$ cat src/rtl/hdlc_rxf_pkg.sv
// Shared constants and the stored-word layout for the HDLC receive buffer.
// Assumes byte-wide input and a word of four bytes.
package hdlc_rxf_pkg;
    localparam int BYTE_W     = 8;
    localparam int WORD_BYTES = 4;
    localparam int WORD_W     = BYTE_W * WORD_BYTES;
    localparam int CNT_W      = $clog2(WORD_BYTES + 1);

    // One FIFO entry: frame tags, valid byte count, packed data
    typedef struct packed {
        logic              last;
        logic              ovr;
        logic              crc;
        logic              nonoct;
        logic [CNT_W-1:0]  nbytes;
        logic [WORD_W-1:0] data;
    } rxf_word_t;
endpackage

$ cat src/rtl/hdlc_rxf_packer.sv
// Packing stage: assembles received bytes into one word, closes the word
// early at a frame end, detects overrun against a full store, and drops the
// rest of an overrun frame. A word stays here until the store accepts it.
// Assumes flush is asserted only while busy is high.
module hdlc_rxf_packer
    import hdlc_rxf_pkg::*;
(
    input  logic      clk,
    input  logic      rst_n,
    input  logic      soft_clr,
    input  logic      byte_ok,
    input  logic [BYTE_W-1:0] byte_in,
    input  logic      byte_last,
    input  logic      byte_crc,
    input  logic      byte_non,
    input  logic      flush,
    input  logic      sink_ready,
    output logic      out_valid,
    output rxf_word_t out_word,
    output logic      busy
);
    rxf_word_t pk_q, pk_d;
    logic closed_q, closed_d;
    logic in_frame_q, in_frame_d;
    logic drop_q, drop_d;
    logic full_word, ready, take;

    // Word waiting to leave: four bytes gathered or frame closed
    always_comb begin
        full_word = (pk_q.nbytes == CNT_W'(WORD_BYTES));
        ready     = full_word | closed_q;
        out_valid = ready & ~(flush & ~closed_q);
        take      = out_valid & sink_ready;
    end

    assign out_word = pk_q;
    assign busy     = in_frame_q | drop_q;

    // Next state of the packing stage for this cycle's events
    always_comb begin
        int lane;
        pk_d       = pk_q;
        closed_d   = closed_q;
        in_frame_d = in_frame_q;
        drop_d     = drop_q;
        lane       = 0;
        if (take) begin
            pk_d     = '0;
            closed_d = 1'b0;
        end
        if (flush) begin
            if (!closed_q) begin
                pk_d     = '0;
                closed_d = 1'b0;
            end
            in_frame_d = 1'b0;
            drop_d     = 1'b0;
        end else if (byte_ok) begin
            if (drop_q) begin
                if (byte_last) drop_d = 1'b0;
            end else if (ready && !take) begin
                if (!closed_q) begin
                    pk_d.last = 1'b1;
                    pk_d.ovr  = 1'b1;
                    closed_d  = 1'b1;
                end
                drop_d     = ~byte_last;
                in_frame_d = 1'b0;
            end else begin
                lane = int'(pk_d.nbytes);
                pk_d.data[lane*BYTE_W +: BYTE_W] = byte_in;
                pk_d.nbytes = pk_d.nbytes + CNT_W'(1);
                if (byte_last) begin
                    closed_d    = 1'b1;
                    pk_d.last   = 1'b1;
                    pk_d.crc    = byte_crc;
                    pk_d.nonoct = byte_non;
                    in_frame_d  = 1'b0;
                end else begin
                    in_frame_d  = 1'b1;
                end
            end
        end
    end

    // Register the packing stage, cleared by reset or soft clear
    always_ff @(posedge clk) begin
        if (!rst_n || soft_clr) begin
            pk_q       <= '0;
            closed_q   <= 1'b0;
            in_frame_q <= 1'b0;
            drop_q     <= 1'b0;
        end else begin
            pk_q       <= pk_d;
            closed_q   <= closed_d;
            in_frame_q <= in_frame_d;
            drop_q     <= drop_d;
        end
    end

    a_r1_pack_bound: assert property (@(posedge clk) disable iff (!rst_n)
        pk_q.nbytes <= CNT_W'(WORD_BYTES));
    a_r2_closed_has_bytes: assert property (@(posedge clk) disable iff (!rst_n)
        closed_q |-> (pk_q.nbytes != '0) && pk_q.last);
    a_r3_drop_excludes_frame: assert property (@(posedge clk) disable iff (!rst_n)
        !(drop_q && in_frame_q));
endmodule

$ cat src/rtl/hdlc_rxf_store.sv
// Word store: circular buffer of DEPTH tagged words with write, read and
// commit pointers. The commit pointer marks the end of the last whole frame
// (or the read pointer, if reads went past it). A flush returns the write
// pointer to it in one cycle. Reads are registered; an empty read gives zero.
// Assumes DEPTH is a power of two and a non-last word never arrives with flush.
module hdlc_rxf_store
    import hdlc_rxf_pkg::*;
#(
    parameter int DEPTH = 8,
    parameter int LW    = $clog2(DEPTH) + 1
) (
    input  logic      clk,
    input  logic      rst_n,
    input  logic      soft_clr,
    input  logic      wr_req,
    input  rxf_word_t wr_word,
    output logic      wr_ready,
    input  logic      flush,
    input  logic      rd_en,
    output rxf_word_t rd_word,
    output logic [LW-1:0] level
);
    localparam int PW = LW - 1;

    rxf_word_t mem [DEPTH];
    logic [LW-1:0] wr_q, rd_q, com_q, com_eff;
    logic wr_en, rd_fire;

    // Occupancy and handshake terms
    always_comb begin
        level    = wr_q - rd_q;
        wr_ready = (level != LW'(DEPTH));
        wr_en    = wr_req & wr_ready;
        rd_fire  = rd_en & (level != '0);
        com_eff  = (rd_fire && (rd_q == com_q)) ? com_q + LW'(1) : com_q;
    end

    // Entry write, no reset needed on storage
    always_ff @(posedge clk) begin
        if (wr_en) mem[wr_q[PW-1:0]] <= wr_word;
    end

    // Pointer update, commit tracking and registered read port
    always_ff @(posedge clk) begin
        if (!rst_n || soft_clr) begin
            wr_q    <= '0;
            rd_q    <= '0;
            com_q   <= '0;
            rd_word <= '0;
        end else begin
            if (rd_en) rd_word <= rd_fire ? mem[rd_q[PW-1:0]] : '0;
            if (rd_fire) rd_q <= rd_q + LW'(1);
            if (wr_en) begin
                wr_q  <= wr_q + LW'(1);
                com_q <= wr_word.last ? wr_q + LW'(1) : com_eff;
            end else if (flush) begin
                wr_q  <= com_eff;
                com_q <= com_eff;
            end else begin
                com_q <= com_eff;
            end
        end
    end

    a_r3_no_overflow: assert property (@(posedge clk) disable iff (!rst_n)
        (wr_q - rd_q) <= LW'(DEPTH));
    a_r5_commit_inside: assert property (@(posedge clk) disable iff (!rst_n)
        (wr_q - com_q) <= (wr_q - rd_q));
    a_r5_flush_write_closes: assert property (@(posedge clk) disable iff (!rst_n)
        (flush && wr_en) |-> wr_word.last);
    a_r8_soft_clear_empty: assert property (@(posedge clk) disable iff (!rst_n)
        $past(soft_clr) |-> (wr_q == rd_q));
endmodule

$ cat src/rtl/hdlc_rxf_avail.sv
// Threshold flag: compares the stored word count with one or BIG words
// according to the mode select. Assumes BIG does not exceed the store depth.
module hdlc_rxf_avail #(
    parameter int LW  = 4,
    parameter int BIG = 4
) (
    input  logic [LW-1:0] level,
    input  logic          mode_big,
    output logic          avail
);
    // Pick the active threshold
    always_comb begin
        if (mode_big) avail = (level >= LW'(BIG));
        else          avail = (level != '0);
    end
endmodule

$ cat src/rtl/hdlc_rx_fifo.sv
// Top of the HDLC receive buffer: packing stage, tagged word store and
// threshold flag. Derives the frame flush from an in-frame abort or from
// carrier loss while auto handling is on, and blocks bytes during carrier loss.
// Assumes status inputs matter only together with in_valid.
module hdlc_rx_fifo
    import hdlc_rxf_pkg::*;
#(
    parameter int DEPTH     = 8,
    parameter int THRESH_HI = 4
) (
    input  logic        clk,
    input  logic        rst_n,
    input  logic        soft_clr,
    input  logic        in_valid,
    input  logic [7:0]  in_byte,
    input  logic        in_last,
    input  logic        in_crc_err,
    input  logic        in_non_octet,
    input  logic        abort_in,
    input  logic        carrier_lost,
    input  logic        auto_en,
    input  logic        mode_4w,
    input  logic        rd_en,
    output logic [31:0] rd_data,
    output logic [2:0]  rd_nbytes,
    output logic        rd_last,
    output logic        rd_ovr,
    output logic        rd_crc,
    output logic        rd_nonoct,
    output logic        data_avail
);
    localparam int LW = $clog2(DEPTH) + 1;

    logic          carrier_blk, byte_ok, flush, busy;
    logic          pk_valid, st_ready;
    rxf_word_t     pk_word, rd_word;
    logic [LW-1:0] level;

    // Frame discard and byte gating from abort and carrier events
    always_comb begin
        carrier_blk = carrier_lost & auto_en;
        byte_ok     = in_valid & ~carrier_blk;
        flush       = (abort_in | carrier_blk) & busy;
    end

    hdlc_rxf_packer u_packer (
        .clk        (clk),
        .rst_n      (rst_n),
        .soft_clr   (soft_clr),
        .byte_ok    (byte_ok),
        .byte_in    (in_byte),
        .byte_last  (in_last),
        .byte_crc   (in_crc_err),
        .byte_non   (in_non_octet),
        .flush      (flush),
        .sink_ready (st_ready),
        .out_valid  (pk_valid),
        .out_word   (pk_word),
        .busy       (busy)
    );

    hdlc_rxf_store #(.DEPTH(DEPTH), .LW(LW)) u_store (
        .clk      (clk),
        .rst_n    (rst_n),
        .soft_clr (soft_clr),
        .wr_req   (pk_valid),
        .wr_word  (pk_word),
        .wr_ready (st_ready),
        .flush    (flush),
        .rd_en    (rd_en),
        .rd_word  (rd_word),
        .level    (level)
    );

    hdlc_rxf_avail #(.LW(LW), .BIG(THRESH_HI)) u_avail (
        .level    (level),
        .mode_big (mode_4w),
        .avail    (data_avail)
    );

    // Unpack the registered read word onto the ports
    always_comb begin
        rd_data   = rd_word.data;
        rd_nbytes = rd_word.nbytes;
        rd_last   = rd_word.last;
        rd_ovr    = rd_word.ovr;
        rd_crc    = rd_word.crc;
        rd_nonoct = rd_word.nonoct;
    end

    a_r9_empty_read_zero: assert property (@(posedge clk) disable iff (!rst_n)
        (rd_en && !mode_4w && !data_avail) |=> (rd_data == '0) && (rd_nbytes == '0) && !rd_last);
    a_r6_carrier_blocks_entry: assert property (@(posedge clk) disable iff (!rst_n)
        (carrier_lost && auto_en && !busy) |=> !busy);
endmodule

$ cat config.mk
export PLATFORM = sky130hd
export DESIGN_NAME = hdlc_rx_fifo
export DESIGN_NICKNAME = d
export VERILOG_FILES = /design/src/rtl/hdlc_rxf_pkg.sv /design/src/rtl/hdlc_rxf_packer.sv /design/src/rtl/hdlc_rxf_store.sv /design/src/rtl/hdlc_rxf_avail.sv /design/src/rtl/hdlc_rx_fifo.sv
export SDC_FILE = /design/constraint.sdc
export NUM_CORES = 1
export LEC_CHECK = 0
export ABC_AREA = 1
export BUFFER_PORTS_ARGS = -buffer_cell sky130_fd_sc_hd__buf_2
export CELL_PAD_IN_SITES_DETAIL_PLACEMENT = 2
export CELL_PAD_IN_SITES_GLOBAL_PLACEMENT = 2
export CORE_MARGIN = 5
export CORE_UTILIZATION = 38
export DETAILED_ROUTE_END_ITERATION = 8
export GPL_TIMING_DRIVEN = 0
export HOLD_SLACK_MARGIN = 0.03
export PLACE_DENSITY_LB_ADDON = 0.1
export SETUP_SLACK_MARGIN = 0.3
export SYNTH_ARGS = -nofsm -noshare
export SYNTH_HDL_FRONTEND = slang
export SYNTH_SLANG_ARGS = --single-unit
$ cat constraint.sdc
create_clock -name clk -period 4.9 [get_ports clk]
set_clock_uncertainty 0.1 [all_clocks]
set_input_delay 0.245 -clock clk [delete_from_list [all_inputs] [get_ports clk]]
set_output_delay 0.245 -clock clk [all_outputs]
set_load 0.01 [all_outputs]
* After elaboration in Yosys (flattened, before gate mapping) *
Memory sizes are Yosys's and may differ from the RTL's. A register that Yosys moved wholly into a read port is not among the register bits.
Index checks and enable logic that the tools add are counted.

storage, ports and cells
  bits in registers = 93
  memory bits (writable) = 312
  input bits = 20
  output and inout port bits = 40
  logic and storage cells = 90
  memories = 1

operators by class
  add/subtract/negate cells = 6
  magnitude comparators = 1
  equal/unequal tests = 3
  shifts and indexed selects = 2
  mux-type cells = 35
  bitwise operators = 15
  reductions and logical operators = 9

memory list
  name         words  bits a word  rd ports  clocked after Yosys merged registers in  wr ports  line                  RTL
  u_store.mem  8      39           1         1                                        1         hdlc_rxf_store.sv:25  rxf_word_t mem [DEPTH];

operators by type and width
  operator                   number
  $mux W39                   6
  $mux W37                   1
  $neg A6 Y33                1
  $shift A8 B33 Y32 const A  1
  $shiftx A8 B33 Y32         1
  $bwmux W32                 1
  $mux W4                    5
  $mux W1                    18
  $add A4 B1 Y4 const B      3
  $and A1 B1 Y1              7
  $mux W3                    2
  $not A1 Y1                 5
  $eq A4 B4 Y1               1
  $ge A4 B3 Y1 const B       1
  $mux W2                    2
  $ne A4 B4 Y1 const B       1
  $reduce_bool A4 Y1         1
  $sub A4 B4 Y4              1
  $add A3 B1 Y3 const B      1
  $eq A3 B3 Y1 const B       1
  $or A1 B1 Y1               3
  $logic_and A1 B1 Y1        2
  $logic_not A1 Y1           2
  $reduce_and A2 Y1          1
  3 further kinds            3

* Longest topological paths before layout *
Gate-level depths: netlist of run 1.

  word-level depth = 15
  gate-level depth with buffers = 22
  gate-level depth less buffers = 22

* Hierarchy *
From an unflattened synthesis of run 1, not the netlist that was laid out.

second synthesis, totals
  cells, all modules = 1453
  area, all modules = 17118.9 um^2

modules (own cells, without submodules)
  module           times used  cells each  area each (um^2)  sequential area each (um^2)
  hdlc_rxf_store   1           1174        15059.4           10450.0
  hdlc_rxf_packer  1           270         2020.7            840.8
  hdlc_rx_fifo     1           5           22.5              0.0
  hdlc_rxf_avail   1           4           16.3              0.0

* Worst setup path after synthesis of run 1 *
No wires, ideal clock.

  path type = register to register
  from = register u_store.rd_q[2]
  to = memory u_store.mem[6][0] (netlist name), enable pin
  library setup time = 0.484 ns
  data arrival time = 4.181 ns
  required time = 4.316 ns
  setup slack = 0.135 ns
  stages on the path, launching flop included = 11
  buffers on the path = 0
  period minus slack after synthesis = 4.765 ns
  cells stage by stage = dfxtp_1 > inv_1 > ha_1 > or2_1 > nand3_1 > nand2_2 > nand2_4 > nand2_8 > inv_6 > nand2_1 > nor3_1

between the ends
  longest elaborated chain between the ends = 5

ends and longest elaborated chain
  what                           line                  RTL
  start, declared                hdlc_rxf_store.sv:26  logic [LW-1:0] wr_q, rd_q, com_q, com_eff;
  start signal, assigned         hdlc_rxf_store.sv:52  if (rd_fire) rd_q <= rd_q + LW'(1);
  $sub A4 B4 Y4                  hdlc_rxf_store.sv:31  level = wr_q - rd_q;
  $ne A4 B4 Y1                   hdlc_rxf_store.sv:32  wr_ready = (level != LW'(DEPTH));
  $and A1 B1 Y1                  hdlc_rxf_store.sv:33  wr_en = wr_req & wr_ready;
  $mux W1                        hdlc_rxf_store.sv:40  if (wr_en) mem[wr_q[PW-1:0]] <= wr_word;
  $mux W1 (not written as such)  hdlc_rxf_store.sv:40
  end, declared                  hdlc_rxf_store.sv:25

No other way between the ends.

* Final worst setup path of run 1 *
  from = register u_store.rd_q[1]
  to = register u_packer.pk_q, in the netlist u_packer.out_word[18]

between the ends
  longest elaborated chain between the ends = 11
  elaborated cells on any way between the ends = 15
  those cells by class = 2 x add/sub; 1 x eq/ne; 2 x shift; 7 x mux; 1 x bitwise; 2 x reduce/logical

ends and longest elaborated chain
  what                                                            line                   RTL
  $sub A4 B4 Y4 (*)                                               hdlc_rxf_store.sv:31
  $ne A4 B4 Y1 (*)                                                hdlc_rxf_store.sv:32
  $and A1 B1 Y1 (*)                                               hdlc_rxf_packer.sv:33  take = out_valid & sink_ready;
  $mux W39                                                        hdlc_rxf_packer.sv:47  if (take) begin
  $neg A6 Y33                                                     hdlc_rxf_packer.sv:71  pk_d.data[lane*BYTE_W +: BYTE_W] = byte_in;
  $shiftx A8 B33 Y32 / $shift A8 B33 Y32 (equally long branches)  hdlc_rxf_packer.sv:71
  $bwmux W32                                                      hdlc_rxf_packer.sv:71
  $mux W37                                                        hdlc_rxf_packer.sv:61  end else if (ready && !take) begin
  $mux W39                                                        hdlc_rxf_packer.sv:59  if (drop_q) begin
  $mux W39                                                        hdlc_rxf_packer.sv:58  end else if (byte_ok) begin
  $mux W39 (*)                                                    hdlc_rxf_packer.sv:51  if (flush) begin
  end signal, assigned                                            hdlc_rxf_packer.sv:94  pk_q <= pk_d;
  end, declared                                                   hdlc_rxf_packer.sv:22  rxf_word_t pk_q, pk_d;

Mark *: on every way between the ends. The rest lies on a longest branch, timed or not.
A chain may end at the register's enable or synchronous reset.

==> reports/metrics.cfg, run 1 <==
[worst_setup_path]
worstPathRequired_ns=5.23
cp-endpoint=u_packer.out_word[18]
r2r_setup_slack_ns=1.51
crit_path_start_kind=flop
crit_start=u_store.rd_q[1]
arrival_ns=3.71
crit_top_cell=nand2_1
cpPeakStageDelay_ns=0.40
timing.rr.end=u_packer.out_word[18]
worstPathCellList=inv_1 -> ha_1 -> nand2_1 -> nand2_1 -> nand2_1 -> nand2_1 -> nor2_4 -> nand2_4 -> nand2_8 -> nand2_1 -> ha_1 -> ha_1 -> nand2_1 -> nor2_1 -> nand2_1 -> nor2_4 -> nand3_2 -> nand3_1 -> a21oi_1
rr_startpoint=u_store.rd_q[1]
end_kind=flop
crit_family=simple AND/OR/NAND/NOR gates
cp.depth=19
crit_path_max_fanout=10
rr_worst_depth=19
crit_path_top_delay_cell=dfxtp_1
critical_path_class=reg2reg
worst-path-buf-inv=1

[logic_synthesis]
synth_xor_area_frac=0.00381
synth_cell_type_count=42
syn_inst=1382
synth-simple-area-share=0.131
synthArstFlopShare=0
synthMuxAreaShare=0
synth_ff_type=edfxtp_1
synth_compound_area_frac=0.127
syn_avg_cell_area_um2=11.6
synth-seq-cells=408
syn-num-nets=1411
synth_adder_area_share=0.00700
synth-edff-count=312
synthesis.area_um2=16100
synth_area_leaders=edfxtp_1 (58%), dfxtp_1 (12%), nand2_1 (9.3%)
synth_warnings=0
synth_top_family_by_area=simple AND/OR/NAND/NOR gates
yosysTopAreaCell=edfxtp_1
yosysTopAreaCellShare=0.582
yosysSeqAreaShare=0.702

[clock_tree]
postCtsSetupBuffers=0
clock_latency_ns=0.57
numCtsBuffers=44
tritoncts=built
htreeDepth=2
cts_resized=0
cts_num_sinks=408
clk_pin_slew_worst_paths_ns=0.06
root_buffer=clkbuf_16
clockBufferDepth=3

[final_layout]
diodes=0
finalNonFillerCells=2094
regArea_um2=11300
areaGrowthSynthToFinish_pct=18.3
layout_commonest_cell=nand2_1
fillers=4250
final_cell_mix=nand2_1 (397), edfxtp_1 (312), a21oi_1 (181), dfxtp_1 (96), clkbuf_1 (81)
drive_above_1_share=0.125
final_nets=1548
multiInputGateArea_um2=4370
final_area_um2=19000

[global_routing]
first_global_vias=13100
overflow=0
grt.busiest_layer=met2
grt_start_max_net_pins=22
grt_usage=0.237
grtUsageMet1=0.311
antenna_found_initial=1
grt_first_pass_wirelength_um=83600
use_met3=0.0385
grt.met2_usage=0.414

[power_and_ir_drop]
irDropWorstVdd_uv=197
powerDensity_nw_per_um2=408
swShare=0.235
pwr-share-clk=0.448
switchingPower_mw=1.83
total_power_mw=7.78
p_comb_frac=0.071
p_leak_nw=6.96
seqPwrFrac=0.481
power.internal_mw=5.95

[timing]
hold_viol_final=0
fmax_mhz=295
rsz0062_at_grt=false
post-route-period-util=0.691
fin_tns_setup_ns=0
relSlewSlack=0.329
setup_viol=0
worst_slew_pin_slew_ns=1.01
drv_slew=0
fin_crit_ns=3.39
hold_slack_ns=0.0504

[route]
drt_wl_total_um=55100
wl_per_cell_um=26.3
ant_nets=0
first_pass_iters=5
drc_errors=0
via_per_inst=5.60
num_vias=11700
drtIter0Drc=983

[floorplan]
io_pins=60
die_area_um2=46600
rows=75
coreArea_um2=41900
die_h_um=216
start_util=0.384
die_x_um=216

[placement]
hpwl_um=36300
gp_congestion=0.811
dp_cells=1999
io_buffers=59
placed_area_um2=17400

[worst_hold_path]
min_path_type=in2reg

[run]
drv_cap=0

[status]
status=finished clean

-- synth_stat cells (2+ instances only) --
library cell / count
a21oi_1: 181
a21oi_2: 2
a31oi_1: 2
a32o_1: 39
a32oi_1: 39
buf_1: 6
buf_2: 2
clkbuf_1: 69
dfxtp_1: 96
edfxtp_1: 312
ha_1: 9
inv_1: 39
inv_2: 8
nand2_1: 397
nand2_2: 10
nand3_1: 39
nand3b_1: 2
nand4_1: 10
nor2_1: 25
nor2_2: 3
nor2_4: 3
nor3_1: 5
nor3_2: 2
o211ai_1: 2
o21ai_0: 51
o21ai_1: 4
o21ai_2: 2
o21bai_1: 2
o31ai_1: 2
or2_1: 2
xor2_1: 6
-- power by group through the flow --
stage | clock network, mW | registers [mW] | logic, mW
after floorplan | 0 | 3.81 | 0.306
after global placement | 0 | 3.81 | 0.524
after detailed placement | 0 | 3.81 | 0.545
after CTS | 3.54 | 3.74 | 0.560
after global routing | 3.70 | 3.74 | 0.601
final | 3.49 | 3.74 | 0.552
-- cell type report --
class                           instances  area share
Tap cell                              539      0.0354
Inverter                               49      0.0101
Clock inverter                         17      0.0118
Sequential cell                       408       0.593
Clock buffer                           65      0.0673
Buffer                                 77      0.0153
Timing Repair Buffer                   91      0.0375
Multi-Input combinational cell        848       0.230
-- repair_timing --
item / CTS / global route
setup endpoints to repair: 0 / 0
hold buffers: 13 / 0
endpoints found under the hold margin: 44 / 0
-- worst min path at each step --
stage,to,slack (ns),start,cells after the start
floorplan,u_packer.out_word[10],0.26,in_byte[2],2
global placement,u_store.rd_word[14],0.35,u_store.rd_word[14],2
detailed placement,u_store.rd_word[17],0.36,u_store.rd_word[17],2
CTS,u_store.rd_q[3],0.03,rst_n,5
global route,u_store.rd_q[3],0.07,rst_n,5
finish,u_store.rd_q[3],0.05,rst_n,5
-- sequential cells by signal (all words and copies together) (netlist names), 4 cells and up, named ones only --
| register | flops |
|---|---|
| u_store.rd_word | 39 |
| u_store.rd_q | 4 |
| u_store.com_q | 4 |
| u_packer.out_word | 39 |
| u_store.mem | 312 |
| u_store.wr_q | 4 |
-- per-layer routing --
layer  wire (um)  share of wire  vias to the layer above
li1            -              -                     5255
met1       23900           0.43                     6133
met2       27600           0.50                      256
met3        2410          0.044                       82
met4        1140          0.021                        0
met5           0              0                        -
-- worst reg2reg max path, stage by stage, from the launching register on --
cell     delay, ns
dfxtp_1       0.40
inv_1         0.12
ha_1          0.32
nand2_1       0.11
nand2_1       0.06
nand2_1       0.05
nand2_1       0.09
nor2_4        0.14
nand2_4       0.10
nand2_8       0.12
nand2_1       0.12
ha_1          0.25
ha_1          0.31
nand2_1       0.11
nor2_1        0.11
nand2_1       0.09
nor2_4        0.23
nand3_2       0.20
nand3_1       0.14
a21oi_1       0.07
-- cells by family after synthesis --
kind of cell             Yosys count
XOR/XNOR                           7
AND/OR/NAND/NOR                  503
adder cells (fa/ha/maj)            9
buffers and inverters            126
flip-flops                       408
AO/OA/AOI/OAI                    329
-- metrics by stage --
stage | util | worst slack, ns
after detailed placement | 0.415 | 1.50
after floorplan | - | 0.176
final | 0.454 | 1.51
after global routing | 0.454 | 1.21
after CTS | 0.454 | 1.48
after global placement | 0.407 | -3.01
Note: power is estimated with default switching activity, not from simulation.
==> run 2: changes to the inputs <==
--- a/config.mk
+++ b/config.mk
@@ -10,7 +10,7 @@
 export CELL_PAD_IN_SITES_DETAIL_PLACEMENT = 2
 export CELL_PAD_IN_SITES_GLOBAL_PLACEMENT = 2
 export CORE_MARGIN = 5
-export CORE_UTILIZATION = 38
+export CORE_UTILIZATION = 42
 export DETAILED_ROUTE_END_ITERATION = 8
 export GPL_TIMING_DRIVEN = 0
 export HOLD_SLACK_MARGIN = 0.03
==> constraint.sdc (replaced) <==
create_clock -name clk -period 3.5 [get_ports clk]
set_clock_uncertainty 0.1 [all_clocks]
set_input_delay 0.175 -clock clk [delete_from_list [all_inputs] [get_ports clk]]
set_output_delay 0.175 -clock clk [all_outputs]
set_load 0.01 [all_outputs]
==> run 2 against run 1 <==
Against the previous run: wire length increased by 8.7%; non-clock buffer count increased by 15; first-iteration DRC count decreased by 0.61%; worst hold slack improved by 0.046 ns; total power increased by 41%; via count increased by 3.8%; sequential cell count unchanged; maximum frequency increased by 7.6%; sequential power increased by 40%; setup slack got worse by 1.2 ns; critical endpoint is now u_packer.out_word[20]; largest power group unchanged.
==> reports/metrics.cfg, run 2 (same netlist as run 1, synthesis figures left out) <==
[floorplan]
start_util=0.426
die_h_um=206
rows=71
coreArea_um2=37800
io_pins=60
die_x_um=206
die_area_um2=42300

[final_layout]
largest_register_ffs=312
final_nets=1565
layout_commonest_cell=nand2_1
final_cell_mix=nand2_1 (392), edfxtp_1 (312), a21oi_1 (181), dfxtp_1 (91), clkbuf_1 (78)
areaGrowthSynthToFinish_pct=20.8
drive_above_1_share=0.144
fin_util=0.515
finalNonFillerCells=2084
diodes=0

[run]
drv_cap=0

[worst_setup_path]
worstPathCellList=inv_2 -> nand3_1 -> nand2_1 -> o21ai_1 -> inv_2 -> nand2_8 -> nand2_2 -> ha_4 -> ha_4 -> nand2_2 -> nor2_1 -> nand2_1 -> nor2_4 -> buf_4 -> nand3_1 -> nand2_1 -> nand2_1 -> o21ai_1
crit_path_max_fanout=11
crit_top_cell=nand2_1
worst-path-buf-inv=3
cpPeakStageDelay_ns=0.68
end_kind=flop
r2r_setup_slack_ns=0.35
crit_family=simple AND/OR/NAND/NOR gates
worstPathRequired_ns=3.89
crit_path_start_kind=flop
arrival_ns=3.54
rr_startpoint=u_packer.out_word[32]
rr_worst_depth=18
timing.rr.end=u_packer.out_word[20]
critical_path_class=reg2reg
crit_path_top_delay_cell=dfxtp_1

[worst_hold_path]
holdPathStages=5
min-delay-start=auto_en
holdPathEnd=u_packer.drop_q
min_path_type=in2reg

[clock_tree]
cts_num_sinks=408
clock_latency_ns=0.57
root_buffer=clkbuf_16
htreeDepth=2
tritoncts=built
clockBufferDepth=3
clk_pin_slew_worst_paths_ns=0.06
numCtsBuffers=45

[timing]
worst_slew_pin_slew_ns=0.956
relSlewSlack=0.363
hold_viol_final=0
fmax_mhz=318
setup_viol=0
rsz0062_at_grt=true
post-route-period-util=0.899
fin_tns_setup_ns=0
drv_slew=0
fin_crit_ns=3.15

[route]
first_pass_iters=5
via_per_inst=5.84
drt_wl_total_um=59900
num_vias=12200
drtIter0Drc=977
drc_errors=0
ant_nets=0
wl_per_cell_um=28.7

[power_and_ir_drop]
power.internal_mw=8.34
p_comb_frac=0.075
swShare=0.241
pwr-share-clk=0.448
total_power_mw=11.0
seqPwrFrac=0.477
p_leak_nw=7.15
switchingPower_mw=2.65
irDropWorstVdd_uv=339
powerDensity_nw_per_um2=566

[global_routing]
antenna_found_initial=0
grt_first_pass_wirelength_um=87100
grt_usage=0.279
overflow=0
grt_start_max_net_pins=24
first_global_vias=13500

[status]
status=finished clean

[placement]
gp_congestion=0.807
io_buffers=59
hpwl_um=37200
dp_cells=1966

[run 2: repair_timing]
item,CTS,global route
cloned,0,1
endpoints found under the setup margin,297,125
gates resized for setup,12,15
hold buffers,16,0
setup buffers,12,5
endpoints found under the hold margin,47,0
pin swaps,9,4
[run 2: through the flow]
| stage | cell area [um2] | hold WS, ns | worst slack, ns |
|---|---|---|---|
| 4_1_cts | 19300 | 0.0443 | 0.216 |
| 5_1_grt | 19400 | 0.174 | 0.226 |
| 2_1_floorplan | 16100 | 0.185 | -0.207 |
| 3_5_place_dp | 17500 | 0.320 | -0.0588 |
| 6_report | 19400 | 0.0967 | 0.352 |
| 3_3_place_gp | 17000 | 0.311 | -2.45 |
[run 2: layout make-up]
cell class	count	area, um2
well taps	511	639
flip-flops and latches	408	11300
repair buffers	106	1000
multi-input cells	849	4490
clock inverters	20	214
plain buffers	77	293
inverters	49	195
clock buffers	64	1310
fillers	3660	18300
[run 2: worst max-delay path by stage]
stage | startpoint | to | slack (ns) | depth (start not counted)
floorplan | u_store.rd_q[2] | u_store.mem[0][0] | -0.21 | 10
global placement | u_store.rd_q[2] | u_store.mem[4][19] | -2.45 | 10
detailed placement | u_store.wr_q[0] | u_packer.out_word[18] | -0.06 | 20
CTS | u_store.wr_q[0] | u_store.mem[0][17] | 0.22 | 14
global route | u_packer.out_word[32] | u_packer.out_word[20] | 0.23 | 18
finish | u_packer.out_word[32] | u_packer.out_word[20] | 0.35 | 18
[run 2: worst reg2reg max path: cells and delay by family (launching register included)]
family / cells / cell delay [ns]
simple gates: 11 / 1.21
flops: 1 / 0.68
compound gates: 2 / 0.25
fa+ha+maj: 2 / 0.49
buf+inv: 3 / 0.36
[run 2: metal layers]
metal	wire length [um]	track usage	up-vias
li1	-	-	5288
met1	24600	0.357	6397
met2	30800	0.491	360
met3	2720	0.0362	122
met4	1840	0.0902	0
met5	0	0	-
[run 2: power by group through the flow]
stage	registers, mW	logic [mW]	clock network [mW]
final	5.24	0.830	4.93
after global routing	5.24	0.883	5.20
after CTS	5.24	0.800	4.99
after detailed placement	5.34	0.761	0
after global placement	5.34	0.723	0
after floorplan	5.33	0.428	0
